--- src/rtl/vic_pkg.sv ---
package vic_pkg;
   localparam int unsigned BUS_W  = 32;
   localparam int unsigned ADDR_W = 3;
   localparam int unsigned MAX_SRC = 32;

   typedef enum logic [ADDR_W-1:0] {
      RG_STAT   = 3'd0,
      RG_PEND   = 3'd1,
      RG_EN     = 3'd2,
      RG_ACK    = 3'd3,
      RG_ENSET  = 3'd4,
      RG_ENCLR  = 3'd5,
      RG_VEC    = 3'd6,
      RG_MASTER = 3'd7
   } vic_reg_e;

   localparam logic [BUS_W-1:0] VEC_NONE = '1;
endpackage

--- src/rtl/vic_capture.sv ---
module vic_capture #(
   parameter int unsigned  N_SRC     = 32,
   parameter logic [31:0]  EDGE_MASK = 32'h0
) (
   input  logic             clk,
   input  logic             rst_n,
   input  logic [N_SRC-1:0] src_i,
   input  logic [N_SRC-1:0] ack_i,
   output logic [N_SRC-1:0] stat_o
);
   logic [N_SRC-1:0] src_q;
   logic [N_SRC-1:0] hit;

   always_ff @(posedge clk) begin
      if (!rst_n) src_q <= '0;
      else        src_q <= src_i;
   end

   for (genvar i = 0; i < N_SRC; i++) begin : g_src
      if (EDGE_MASK[i]) begin : g_edge
         assign hit[i] = src_i[i] & ~src_q[i];

         a_r6_edge_no_resample: assert property (@(posedge clk) disable iff (!rst_n)
            (!stat_o[i] && !(src_i[i] && !src_q[i])) |=> !stat_o[i]);
         a_r9_edge_beats_ack: assert property (@(posedge clk) disable iff (!rst_n)
            (ack_i[i] && src_i[i] && !src_q[i]) |=> stat_o[i]);
      end else begin : g_level
         assign hit[i] = src_i[i];

         a_r7_level_relatch: assert property (@(posedge clk) disable iff (!rst_n)
            src_i[i] |=> stat_o[i]);
      end

      always_ff @(posedge clk) begin
         if (!rst_n) stat_o[i] <= 1'b0;
         else        stat_o[i] <= (stat_o[i] & ~ack_i[i]) | hit[i];
      end
   end
endmodule

--- src/rtl/vic_enable.sv ---
module vic_enable #(
   parameter int unsigned N_SRC = 32
) (
   input  logic             clk,
   input  logic             rst_n,
   input  logic             wr_all,
   input  logic             wr_set,
   input  logic             wr_clr,
   input  logic [N_SRC-1:0] wdata,
   output logic [N_SRC-1:0] en_o
);
   always_ff @(posedge clk) begin
      if (!rst_n)      en_o <= '0;
      else if (wr_all) en_o <= wdata;
      else if (wr_set) en_o <= en_o | wdata;
      else if (wr_clr) en_o <= en_o & ~wdata;
   end

   a_r2_clear_drops: assert property (@(posedge clk) disable iff (!rst_n)
      wr_clr |=> ((en_o & $past(wdata)) == '0));
   a_r2_set_adds: assert property (@(posedge clk) disable iff (!rst_n)
      wr_set |=> ((en_o & $past(wdata)) == $past(wdata)));
   a_r2_set_keeps: assert property (@(posedge clk) disable iff (!rst_n)
      wr_set |=> ((en_o & $past(en_o)) == $past(en_o)));
endmodule

--- src/rtl/vic_prio.sv ---
module vic_prio #(
   parameter int unsigned N_SRC = 32,
   parameter int unsigned OUT_W = 32
) (
   input  logic [N_SRC-1:0] pend_i,
   output logic [OUT_W-1:0] vec_o
);
   always_comb begin
      vec_o = '1;
      for (int i = N_SRC - 1; i >= 0; i--) begin
         if (pend_i[i]) vec_o = OUT_W'(i);
      end
   end
endmodule

--- src/rtl/vec_irq_ctrl.sv ---
module vec_irq_ctrl #(
   parameter int unsigned NUM_SRC   = 32,
   parameter logic [31:0] EDGE_MASK = 32'h0000_0000
) (
   input  logic               clk,
   input  logic               rst_n,
   input  logic [NUM_SRC-1:0] src_i,
   input  logic [2:0]         bus_addr,
   input  logic               bus_we,
   input  logic [31:0]        bus_wdata,
   output logic [31:0]        bus_rdata,
   output logic               irq_o
);
   import vic_pkg::*;

   initial begin
      if (NUM_SRC < 1 || NUM_SRC > MAX_SRC)
         $error("vec_irq_ctrl: NUM_SRC must be 1..%0d", MAX_SRC);
   end

   logic [NUM_SRC-1:0] stat, en, pend, ack;
   logic [BUS_W-1:0]   vec;
   logic [BUS_W-1:0]   stat_w, en_w, pend_w;
   logic               me_run, me_arm;
   vic_reg_e           sel;

   assign sel  = vic_reg_e'(bus_addr);
   assign ack  = (bus_we && sel == RG_ACK) ? bus_wdata[NUM_SRC-1:0] : '0;
   assign pend = stat & en;

   vic_capture #(.N_SRC(NUM_SRC), .EDGE_MASK(EDGE_MASK)) u_cap (
      .clk(clk), .rst_n(rst_n), .src_i(src_i), .ack_i(ack), .stat_o(stat));

   vic_enable #(.N_SRC(NUM_SRC)) u_en (
      .clk(clk), .rst_n(rst_n),
      .wr_all(bus_we && sel == RG_EN),
      .wr_set(bus_we && sel == RG_ENSET),
      .wr_clr(bus_we && sel == RG_ENCLR),
      .wdata(bus_wdata[NUM_SRC-1:0]),
      .en_o(en));

   vic_prio #(.N_SRC(NUM_SRC), .OUT_W(BUS_W)) u_prio (
      .pend_i(pend), .vec_o(vec));

   always_ff @(posedge clk) begin
      if (!rst_n) begin
         me_run <= 1'b0;
         me_arm <= 1'b0;
      end else if (bus_we && sel == RG_MASTER) begin
         me_run <= bus_wdata[0];
         me_arm <= me_arm | bus_wdata[1];
      end
   end

   assign irq_o = (|pend) & me_run & me_arm;

   always_comb begin
      stat_w = '0; en_w = '0; pend_w = '0;
      stat_w[NUM_SRC-1:0] = stat;
      en_w[NUM_SRC-1:0]   = en;
      pend_w[NUM_SRC-1:0] = pend;
   end

   always_comb begin
      unique case (sel)
         RG_STAT:   bus_rdata = stat_w;
         RG_PEND:   bus_rdata = pend_w;
         RG_EN:     bus_rdata = en_w;
         RG_VEC:    bus_rdata = vec;
         RG_MASTER: bus_rdata = {30'd0, me_arm, me_run};
         default:   bus_rdata = '0;
      endcase
   end

   a_r5_irq_gated: assert property (@(posedge clk) disable iff (!rst_n)
      irq_o |-> (me_run && me_arm && pend != '0));
   a_r5_arm_sticky: assert property (@(posedge clk) disable iff (!rst_n)
      me_arm |=> me_arm);
   a_r4_vec_none: assert property (@(posedge clk) disable iff (!rst_n)
      (pend == '0) |-> (vec == VEC_NONE));
   a_r4_vec_pending: assert property (@(posedge clk) disable iff (!rst_n)
      (pend != '0) |-> (vec < NUM_SRC && pend[vec[4:0]]));
   a_r8_mask_keeps_stat: assert property (@(posedge clk) disable iff (!rst_n)
      (bus_we && sel == RG_EN && bus_wdata == '0 && src_i == '0) |=>
      (pend == '0 && stat == $past(stat)));
endmodule

--- config.mk ---
export PLATFORM = sky130hd
export DESIGN_NAME = vec_irq_ctrl
export DESIGN_NICKNAME = d
export VERILOG_FILES = /design/src/rtl/vic_pkg.sv /design/src/rtl/vic_capture.sv /design/src/rtl/vic_enable.sv /design/src/rtl/vic_prio.sv /design/src/rtl/vec_irq_ctrl.sv
export SDC_FILE = /design/constraint.sdc
export NUM_CORES = 1
export LEC_CHECK = 0
export BUFFER_PORTS_ARGS = -buffer_cell sky130_fd_sc_hd__buf_4
export CAP_MARGIN = 20
export CORE_MARGIN = 3
export CORE_UTILIZATION = 40
export DETAILED_ROUTE_END_ITERATION = 8
export PLACE_DENSITY = 0.65
export REMOVE_ABC_BUFFERS = 1
export SLEW_MARGIN = 20
export SYNTH_ARGS = -nofsm -noshare
export SYNTH_HDL_FRONTEND = slang
export SYNTH_HIERARCHICAL = 1
export SYNTH_SLANG_ARGS = --single-unit
--- constraint.sdc ---
create_clock -name clk -period 3.4 [get_ports clk]
set_input_delay 0.68 -clock clk [delete_from_list [all_inputs] [get_ports clk]]
set_output_delay 0.68 -clock clk [all_outputs]
set_load 0.01 [all_outputs]
==> summary by stage, run 1 <==
Outcome
The run finished with clean final reports.

Clocking
Clock tree synthesis found a total of 66 sinks. The clock passes through at most 2 buffers. The number of H-tree branching levels is 3. The number of buffers inserted by hold repair at cts is 0.

In this run, post-CTS repair resized a total of 0 instances. The total setup buffers inserted after CTS is 0. TritonCTS built the clock tree. Clock-pin slew was measured on the worst setup and hold paths at ~50 ps.

The number of buffers added by the clock tree synthesis step is 9. The clock network latency to the later pin of the worst-skew pair is between 300 and 400 ps. The library cell used as clock root buffer is clkbuf_16.

Run
Across the run, the number of max-cap violations was 0.

Worst hold path
The cell count of the worst hold path is 1. The launch instance of the worst min-delay path is me_arm. The class of the worst hold path is flip-flop to flip-flop. The terminating pin of the worst hold path is me_arm.

Critical path
The worst register-to-register path ends at u_cap/stat_o[26]. The slack of the worst reg-to-reg path is 2670 ps. The worst-path cell with the longest stage delay is nor4_2. The number of stages on the worst setup path is 9. The critical path's largest stage delay is around 360 ps.

The category of the most critical setup path is flip-flop to output port. The maximum net fanout on the critical path is 15. The data required time of the worst path is about 2700 ps. The nature of the critical path endpoint is an output port.

The worst register-to-register path begins at u_cap/stat_o[26]. The startpoint class of the critical path is a flip-flop. The family with the most delay on the worst path is simple AND/OR/NAND/NOR gates. The combined buffer and inverter count along the critical path is 2. Walking the worst path, the cells encountered are and2_0 > nor4_2 > nand2_1 > nor3_1 > and4_4 > buf_4 > nand2_1 > o21ai_0 > buf_4. The endpoint arrival time on the critical path is approximately 2500 ps.

The path depth of the worst reg2reg path is 2.

Power and ir drop
The worst IR drop on VDD is approximately 0.00023 V. The total leakage power is ~2.3 nW. Power spread over the standard cell area amounts to 383 nW/um^2.

Placed design
The instance count after placement with tap cells included is ~800. The weighted congestion reported at the end of routability-driven placement is 0.911. The count of buffers added on input and output ports is 102. Summed over all nets, the half-perimeter wirelength after detailed placement is between 9000 and 10,000 um.

STA
The clock period minus final worst setup slack is between 3000 and 4000 ps. The maximum frequency from static timing analysis is 314 MHz. The final setup violation count is 0. Setup repair after global routing left no endpoint under its margin.

The worst-case clock skew is 0 ps. The post-route clock period utilization is 93.8%. The number of hold violations in the final report is 0.

The remaining max-slew budget at the tightest pin is about 57%. The max-slew violation count is 0. For the pin with the worst max-slew slack, the measured transition is around 650 ps. Setup total negative slack on the finished layout was measured at 0 ps.

Floorplan
The die outline area is 13,200 um^2. The number of placement rows is 39. The y dimension of the die is 115 um.

The I/O pin total is around 100. The initial utilization of the core area, before any placement, comes to 41.2%. The die extent in x is between 100 and 150 um. The core box area is roughly 11,000 um^2.

Detailed routing
The violation count after the first detailed-route iteration is between 200 and 250. The post-detailed-routing wire length is about 14,000 um. The count of vias placed by the detailed router is about 4,500. Before antenna repair, the detailed router went through 5 iterations.

The total DRC errors in the routed layout is 0. Dividing the detail-routed via count by the number of cells gives roughly 5.5. In the final routed layout, each cell accounts on average for roughly 17 um. The antenna violation net count after detailed routing is 0.

Cells and area
The finished layout holds between 800 and 900 standard cells, fillers aside. The net total in the final layout is about 740. The number of inserted diodes is 0. Counting the fill cells in the layout gives 1,140. In the final layout, the share of cells above drive strength 1 is 25.1%.

The layout-stage area growth over the synthesis result is 20.0%.

Synthesis
Counting flops with a built-in enable in the synthesized netlist gives 0. In the synthesized netlist the async set-or-reset flop fraction comes to 0%. The register bit count reported by yosys is between 60 and 70.

The number of different library cells used by synthesis comes to 48. The top-area cell type share of the netlist area is 27.9%. During synthesis, Yosys emitted a total of 6 warnings.

The cell type contributing the most total cell area after synthesis is dfxtp_1. In the synthesized netlist, the number of instances is 606. Summing the sequential cell areas from Yosys gives 27.9% of the chip area.

The mean cell area of the mapped netlist is ~8 um^2. For this run, the leading register cell type out of synthesis is dfxtp_1. In this run the cell area of the synthesized design comes to roughly 4700 um^2. Yosys attributes the largest share of cell area to dfxtp_1 (28%), nand2_1 (8.1%), and2_1 (7.9%).

GRT
The global-route congestion overflow total is 0. The number of global-route vias before repair is 4,285. The first global-routing pass estimated 22,000 um of wire.

The maximum number of pins on one net before global-route repair is between 60 and 70. Across every metal layer, demand over resource in global routing totals approximately a fifth. The number of antenna violations at the first check in global routing is 0.
-- where the power goes --
part           switching, W  internal [W]
Clock              0.000322      0.000536
Sequential        0.0000317      0.000817
Combinational      0.000238      0.000228
Total              0.000592       0.00158
-- stage by stage --
step | total power, W | worst slack (ps) | hold slack, ps | area, um^2 | utilization, %
global route | 0.00227 | 22.8 | 528 | 5680 | 49.5
global placement | 0.00132 | 554 | 484 | 5410 | 47.2
floorplan | 0.00109 | 512 | 462 | 4340 | -
detailed placement | 0.00133 | 499 | 493 | 5410 | 47.2
CTS | 0.00220 | 117 | 505 | 5670 | 49.5
finish | 0.00217 | 211 | 505 | 5680 | 49.5
-- how the worst max path moves through the flow --
stage	start	end	slack [ps]
final	flip-flop	bus_rdata[17]	210
after global routing	flip-flop	bus_rdata[17]	20
after CTS	flip-flop	bus_rdata[17]	120
after detailed placement	flip-flop	bus_rdata[17]	500
after global placement	flip-flop	bus_rdata[17]	550
after floorplan	flip-flop	bus_rdata[29]	510
-- cell usage in the layout (no fill, tap or decap), types with 3 or more instances in the layout --
master / count
nand2_1: 102
nand4_1: 4
o21ai_1: 21
buf_4: 117
nor4_1: 8
o21bai_1: 3
inv_1: 7
clkbuf_8: 3
a21oi_1: 4
a32oi_1: 30
dfxtp_1: 66
nand2b_1: 32
nor2_1: 19
a31oi_1: 3
nor3_1: 4
clkbuf_16: 9
nand3b_1: 32
and2_1: 60
a21boi_0: 3
o21ai_0: 10
o21a_1: 34
a21boi_2: 30
nor2b_1: 35
mux2i_1: 5
-- per-layer routing --
metal / routed length, um / GRT usage (%) / vias to the layer above
li1: - / - / 2214
met1: 6130 / 27.2 / 2121
met2: 6790 / 35.8 / 143
met3: 753 / 3.53 / 21
met4: 294 / 8.37 / 0
met5: 0 / 0 / -
-- Yosys cell counts, types with 3 or more instances --
cell and number:
nor4_1 8, buf_6 7, and2_1 60, o21ai_0 10
o21a_1 34, clkbuf_1 20, inv_1 7, a21boi_2 30
buf_4 26, o21bai_1 3, nor2_1 20, nand3b_1 32
a21boi_0 3, nor2b_1 35, a32oi_1 30, nor3_1 5
nand4_1 4, a21oi_1 4, dfxtp_1 66, a31oi_1 3
buf_2 7, mux2i_1 5, nand2_1 102, nand2b_1 32
o21ai_1 21
-- kinds of logic after synthesis --
logic type      Yosys count  share of synthesized area (%)
mux                       5                           1.06
simple gates            314                           36.7
flops                    66                           27.9
buf+inv                  70                           8.92
compound gates          151                           25.4
-- layout make-up --
cell class | count | area, um^2 | share of cell area [%]
Timing Repair Buffer | 117 | 878 | 15.5
Sequential cell | 66 | 1320 | 23.3
Multi-Input combinational cell | 470 | 3000 | 52.9
Inverter | 8 | 30.0 | 0.529
Clock buffer | 12 | 267 | 4.69
Tap cell | 143 | 179 | 3.15
Note: power is estimated with default switching activity, not from simulation.
==> run 2, diff against run 1 <==
Settings changed: PLACE_DENSITY 0.65 to 0.66, SYNTH_HIERARCHICAL 1 to unset.
Clock period 3.4 ns to 3.01 ns, I/O delays scaled along.
==> run 2 against run 1 <==
- largest cell class unchanged
- global-route usage up 0.63 points
- combinational power down 4.9%
- critical path type unchanged
- clock power down 0.5%
- sequential power up 13%
- non-clock buffer count up 3
- via count down 5.7%
==> summary by stage, run 2 <==
Cells and area
The total non-filler cell area in the finished layout is 5020 um^2 (-12%). The final cell utilization of the core is 53.6% (+4.1 points). The multi-input gate area in the final layout is 2290 um^2 (-24%). The layout filler cell count was 943 (-17%).

The final non-filler cell total was 731 (-10%). The net total in the final layout is 667 (-10%). The proportion of layout cells with a drive suffix above 1 came to 24.6% (-0.53 points). The register cell area after layout is 1320 um^2 (unchanged). The library cells used most frequently in the layout, excluding fill and tap cells, are buf_4 (120), nand2_1 (77), dfxtp_1 (66).

The number of inserted diodes is 0 (unchanged). The most frequent standard cell in the layout excluding fill and tap cells is buf_4. The layout-stage area growth over the synthesis result is 28.8%.

Clocking
The root buffer cell chosen for the clock tree is clkbuf_8. The count of instances resized after the clock tree is built was 0 (unchanged). The number of H-tree branching levels is 3 (unchanged). The maximum clock insertion buffer count was 2 (unchanged). The number of buffers added by the clock tree synthesis step was 9 (unchanged). The number of sinks handled by clock tree synthesis is 66 (unchanged). The clock network latency to the later pin of the worst-skew pair was 350 ps (+20 ps). The total setup buffers inserted after CTS is 0 (unchanged). The number of buffers inserted by hold repair at cts was 0 (unchanged).

The TritonCTS clock tree is built. The clock transition at the register clock pins on the worst setup and hold paths after CTS is 80 ps (+30 ps).

Power and ir drop
The register share of total power came to 42.6% (+3.5 points). The worst IR drop on VDD is 0.000398 V (+74%). The internal cell power came to 0.00161 W (+1.7%). The power per cell area is 450 nW/um^2 (+17%). The combinational share of power is 19.6% (-1.8 points). The total leakage power was 1.99 nW (-12%). The net switching power is 0.000652 W (+10%).

The switching fraction of total power came to 28.8% (+1.6 points). The part of the power in the clock network is 37.8% (-1.7 points).

Synthesis
Among all flip-flop cells after synthesis, the most frequent one is dfxtp_1. The cell type contributing the most total cell area after synthesis is dfxtp_1. The top-area cell type share of the netlist area is 33.9% (+5.9 points). The mean cell area of the mapped netlist is 7.77 um^2 (-0.46%). By area the synthesized netlist is led by dfxtp_1 (34%), nand2_1 (7.4%), a32oi_1 (7.2%). The cell count after synthesis is 502 (-17%). The number of synthesized flops with an enable pin is 0 (unchanged). The cell area after synthesis was 3900 um^2 (-18%). Yosys instantiated no cell more often than nand2_1. The proportion of synthesized chip area in sequential cells is 33.9% (+5.9 points). By count the netlist is led by nand2_1 (77), dfxtp_1 (66), a21oi_1 (41).

The count of distinct cell types in the synthesized netlist was 43 (-10%). The number of warning messages in the yosys log came to 0 (-6). The register bit count reported by yosys is 66 (unchanged).

The share of async-settable or async-resettable flops after synthesis is 0% (unchanged).

STA
The worst-case clock skew came to 0 ps (unchanged). The tightest hold margin is 448 ps (-56.6 ps). The final setup violation count is 0 (unchanged). Dividing the final minimum period by the clock period gives a little over 90%. The max-slew violation count is 0 (unchanged). The actual transition at the worst max-transition pin was 633 ps (-15.3 ps). Setup repair after global routing left no endpoint under its margin. The remaining max-slew budget at the tightest pin was 57.8% (+1.0 points). The maximum frequency from static timing analysis is around 360 MHz. The clock period minus final worst setup slack is 2810 ps. The post-route setup TNS was 0 ps (unchanged). The number of hold violations in the final report is 0 (unchanged).

Floorplan
The core box area was 9370 um^2 (-18%). The number of placement rows is 35 (-10%). The y dimension of the die came to 105 um (-8.7%). The initial cell density of the core is 41.6% (+0.37 points). The die outline area is 11,000 um^2 (-17%). The I/O pin total is 103 (unchanged). The die extent in x is 105 um (-8.7%).

Worst hold path
The tightest min-delay check is of the input pin to flip-flop type. The cell count of the worst hold path is 2 (+1).

Detailed routing
The count of vias placed by the detailed router was 4,242 (-5.7%). The post-detailed-routing wire length is 12,500 um (-11%). The number of detailed-route iterations in the first pass is 5 (unchanged). The antenna violation net count after detailed routing is 0 (unchanged). The total DRC errors in the routed layout is 0 (unchanged). The wire length per cell came to 17.1 um (-0.17%). The routed via count divided by cell count was 5.80 (+5.3%). The violation count after the first detailed-route iteration is 278 (+13%).

GRT
The layer flagged by global routing as most heavily used is met2. The number of antenna violations at the first check in global routing came to 0 (unchanged). The first-pass GRT wire length is 19,600 um (-11%). The global-route track usage on met1 is 28.9% (+1.7 points). The global-route congestion overflow total is 0 (unchanged). The global-route met3 utilization is 5.31% (+1.8 points). The total routing resource utilization after global routing is 21.9% (+0.63 points). The maximum number of pins on one net before global-route repair is 67 (unchanged). The global routing met2 resource utilization came to 34.9% (-0.86 points). The number of global-route vias before repair was 3,972 (-7.3%).

Placed design
The weighted congestion reported at the end of routability-driven placement was 0.896 (-1.6%). The HPWL reported at the end of detailed placement came to 8670 um (-12%). The total of buffers placed on input and output ports is 102 (unchanged). The placed standard-cell area is 4790 um^2 (-11%). The instance count after placement with tap cells included is 714 (-11%).

Critical path
The endpoint arrival time on the critical path is 2210 ps (-300 ps). The data required time of the worst path is 2410 ps (-310 ps). STA classifies the critical path startpoint as a flip-flop. The maximum net fanout on the critical path is 14 (-1). The path depth of the worst reg2reg path is 3 (+1).

The critical path in this run is classified as flip-flop to output port. The nature of the critical path endpoint is an output port.

Outcome
The run finished with clean final reports.

Run
The max-capacitance violation count is 0 (unchanged).
## run 2: cell types whose count changed after synthesis, moves of 15 or more
cell | previous run | this run
nor2_1 | 20 | 4
nand3b_1 | 32 | 1
a21oi_1 | 4 | 41
a21boi_2 | 30 | 0
and2_1 | 60 | 1
o21bai_1 | 3 | 27
a22oi_1 | 0 | 36
buf_4 | 26 | 0
inv_1 | 7 | 32
nand2_1 | 102 | 77
o21ai_1 | 21 | 6
nand2b_1 | 32 | 1
o21ai_0 | 10 | 31
## run 2: stage by stage
step | total power, W | setup WS [ps]
after global routing | 0.00236 | 19.0
after floorplan | 0.00118 | 153
final | 0.00226 | 201
after detailed placement | 0.00142 | 356
after CTS | 0.00226 | 163
after global placement | 0.00141 | 430
## run 2: power by group through the flow
stage          sequential, W  combinational [W]  clock (W)
2_1_floorplan       0.000970           0.000211          0
3_3_place_gp        0.000980           0.000429          0
3_5_place_dp        0.000982           0.000438          0
4_1_cts             0.000961           0.000439   0.000864
5_1_grt             0.000969           0.000488   0.000903
6_report            0.000963           0.000443   0.000854
## run 2: path summary, 6_finish.rpt
check                        start         endpoint  slack, ps
setup / recovery  u_cap.stat_o[17]    bus_rdata[17]        200
hold / removal            src_i[7]  u_cap.stat_o[7]        450
setup reg to reg   u_cap.stat_o[3]  u_cap.stat_o[3]       2240
hold reg to reg             me_run           me_run        520
## run 2: cells by family after synthesis
family / count (synthesis) / share of synthesized area, %
compound gates: 226 / 40.5
buf+inv: 69 / 7.70
flops: 66 / 33.9
simple gates: 141 / 18.0
## run 2: worst max-delay path, stage by stage (launching register included)
cell and delay [ps]:
dfxtp_1 360, a22oi_1 290, and2_1 190, nand2_1 110, nor3_4 250, and3_4 360
o21bai_1 160, buf_4 140
## run 2: cell type report
class | count | share of cell area, %
clock buffers | 9 | 2.47
clock inverters | 7 | 2.02
inverters | 32 | 2.39
multi-input cells | 368 | 45.7
flip-flops and latches | 66 | 26.3
well taps | 129 | 3.21
repair buffers | 120 | 17.9
## run 2: per-layer routing
layer  vias to the layer above  wire (um)
met2                       168       5890
li1                       2025          -
met4                         0        265
met3                        20        835
met1                      2029       5510
met5                         -          0
==> run 3, diff against run 2 <==
Settings changed: CORE_UTILIZATION 40 to 30, PLACE_DENSITY 0.66 to 0.53, SKIP_LAST_GASP set to 1.
==> run 3 against run 2 <==
- combinational power about the same
- setup slack worse by 23 ps
- utilization down 13 points
- die area up 31%
- via count down 3.4%
- worst hold slack better by 20 ps
- critical path depth unchanged
- critical endpoint is now bus_rdata[0]
- largest cell class unchanged
- largest power group is now the clock network
- highest routed layer unchanged
==> summary by stage, run 3 (synthesis results as in run 2) <==
Outcome
The run finished with clean final reports.

Cells and area
The net total in the final layout was 664 (-0.45%). The area growth from synthesis to layout is 33.3%. The register cell area after layout is 1320 um^2 (unchanged).

The multi-input gate area in the final layout is 2290 um^2 (unchanged). The final non-filler cell total was 771 (+5.5%). In the layout the commonest cells are buf_4 (117), nand2_1 (77), dfxtp_1 (66). The layout filler cell count is 1,333 (+41%). The number of inserted diodes is 0 (unchanged). The proportion of layout cells with a drive suffix above 1 is 24.0% (-0.54 points). Leaving out fill and tap cells, the most frequent cell in the layout is buf_4.

GRT
The maximum number of pins on one net before global-route repair is 67 (unchanged). The number of antenna violations at the first check in global routing is 0 (unchanged). The total routing resource utilization after global routing is 18.6% (-3.2 points). The first-pass GRT wire length is 21,200 um (+8.1%). The global-route congestion overflow total was 0 (unchanged). The number of global-route vias before repair came to 4,016 (+1.1%).

Floorplan
The die outline area came to 14,400 um^2 (+31%). The number of placement rows is 41 (+17%). The I/O pin total is 103 (unchanged). The die extent in x is 120 um (+15%).

The core box area came to 12,700 um^2 (+35%). The initial cell density of the core came to 30.8% (-11 points). The y dimension of the die is 120 um (+15%).

Detailed routing
The routed via count divided by cell count was 5.32 (-8.4%). The post-detailed-routing wire length was 13,700 um (+9.7%). The violation count after the first detailed-route iteration was 290 (+4.3%). The count of vias placed by the detailed router came to 4,099 (-3.4%). The wire length per cell came to 17.8 um (+4.0%). The total DRC errors in the routed layout is 0 (unchanged). The antenna violation net count after detailed routing is 0 (unchanged). The number of detailed-route iterations in the first pass came to 5 (unchanged).

Power and ir drop
The combinational share of power came to 16.3% (-3.3 points). The switching fraction of total power was 24.8% (-4.0 points). The net switching power is 0.000676 W (+3.7%).

The register share of total power came to 35.4% (-7.2 points). The total power is 0.00273 W (+21%). The power per cell area is 524 nW/um^2 (+17%). The part of the power in the clock network is 48.3% (+11 points). The worst IR drop on VDD is 0.000255 V (-36%).

The internal cell power is 0.00205 W (+27%). The total leakage power was 2.04 nW (+2.9%).

Placed design
The instance count after placement with tap cells included was 754 (+5.6%). The worst setup timing slack at the placement stage is 344 ps (-12.2 ps). The total of buffers placed on input and output ports came to 102 (unchanged).

The HPWL reported at the end of detailed placement came to 9220 um (+6.4%). The weighted congestion reported at the end of routability-driven placement came to 0.832 (-7.1%).

STA
The remaining max-slew budget at the tightest pin is 56.7% (-1.0 points). The worst-case clock skew is 0 ps (unchanged). The post-route setup TNS is 0 ps (unchanged). The actual transition at the worst max-transition pin came to 649 ps (+15.5 ps). The maximum frequency from static timing analysis came to 353 MHz (-0.82%).

The max-slew violation count is 0 (unchanged). The least setup slack across all paths after layout is 177 ps (-23.3 ps). The post-route clock period utilization was 94.1% (+0.77 points). The tightest hold margin came to 468 ps (+20.0 ps). The number of hold violations in the final report is 0 (unchanged). Setup repair after global routing left no endpoint under its margin. The final setup violation count is 0 (unchanged). The clock period minus final worst setup slack is 2830 ps (+23.3 ps).

Critical path
The worst register-to-register path begins at u_cap.stat_o[3]. The kind of cell with the highest combined delay along the critical path is compound AO/OA/AOI/OAI gates. The maximum net fanout on the critical path came to 4 (-10). Traced cell by cell, the critical path runs through nand2_1 > a32o_1 > a31oi_1 > o2111ai_1 > a221oi_1 > o211ai_1 > buf_4.

The combined buffer and inverter count along the critical path is 1 (unchanged). The path depth of the worst reg2reg path is 3 (unchanged). The slowest stage of the critical path belongs to the cell dfxtp_1. The category of the most critical setup path is flip-flop to output port. The slack of the worst reg-to-reg path was 2230 ps (about the same).

The data required time of the worst path is 2410 ps (about the same). The end of the critical path is bus_rdata[0]. The critical path's largest stage delay came to 390 ps (+30 ps). The endpoint identified for the worst register-to-register timing path is u_cap.stat_o[3]. The startpoint class of the critical path is a flip-flop. The nature of the critical path endpoint is an output port.

The number of stages on the worst setup path is 7 (unchanged). The endpoint arrival time on the critical path is 2230 ps (+20 ps).

Clocking
The clock network latency to the later pin of the worst-skew pair came to 330 ps (-20 ps). The number of buffers inserted by hold repair at cts came to 0 (unchanged). TritonCTS built the clock tree. The number of H-tree branching levels was 3 (unchanged). The number of buffers added by the clock tree synthesis step is 9 (unchanged).

The clock transition at the register clock pins on the worst setup and hold paths after CTS was 60 ps (-20 ps). The number of sinks handled by clock tree synthesis is 66 (unchanged). The library cell used as clock root buffer is clkbuf_16. The maximum clock insertion buffer count is 2 (unchanged).

Run
The max-capacitance violation count is 0 (unchanged).

Worst hold path
The min-delay analysis places its worst path in the category input pin to flip-flop.
run 3: cell type report:
type / instances / share of cell area (%)
Clock buffer: 11 / 4.67
Clock inverter: 5 / 2.41
Inverter: 32 / 2.31
Multi-Input combinational cell: 368 / 44.2
Sequential cell: 66 / 25.4
Tap cell: 172 / 4.14
Timing Repair Buffer: 117 / 16.9
run 3: how the worst min path moves through the flow:
stage / slack [ps] / start / depth (start not counted) / end
2_1_floorplan: 460 / me_run / 2 / me_run
3_3_place_gp: 480 / me_run / 2 / me_run
3_5_place_dp: 490 / me_run / 2 / me_run
4_1_cts: 460 / src_i[23] / 2 / u_cap.stat_o[23]
5_1_grt: 470 / src_i[23] / 2 / u_cap.stat_o[23]
6_report: 470 / src_i[23] / 2 / u_cap.stat_o[23]
run 3: layer usage:
metal	up-vias	track usage [%]	routed length (um)
li1	2020	-	-
met1	1914	24.8	6300
met2	148	30.4	6390
met3	17	3.82	801
met4	0	5.73	224
met5	-	0	0
run 3: power groups by stage:
| stage | Combinational, W | Clock (W) | Sequential [W] |
|---|---|---|---|
| finish | 0.000444 | 0.00132 | 0.000965 |
| global route | 0.000492 | 0.00136 | 0.000972 |
| CTS | 0.000443 | 0.00133 | 0.000964 |
| detailed placement | 0.000441 | 0 | 0.000983 |
| global placement | 0.000435 | 0 | 0.000981 |
| floorplan | 0.000211 | 0 | 0.000970 |
run 3: metrics by stage:
| step | utilization [%] | area [um^2] |
|---|---|---|
| floorplan | - | 3720 |
| CTS | 40.9 | 5190 |
| finish | 41.0 | 5200 |
| global route | 41.0 | 5200 |
| detailed placement | 38.0 | 4820 |
| global placement | 38.0 | 4820 |
run 3: worst register-to-register path: cells and delay by family (launching register included):
kind                   cells  cell delay, ps
DFF                        1             400
AOI/OAI and AO/OA          2             250
buffers and inverters      1              80
run 3: timing repair:
| item | in CTS | in global routing |
|---|---|---|
| gates resized for setup | 0 | 1 |
| buffers inserted | 0 | 0 |
| setup endpoints to repair | 0 | 27 |
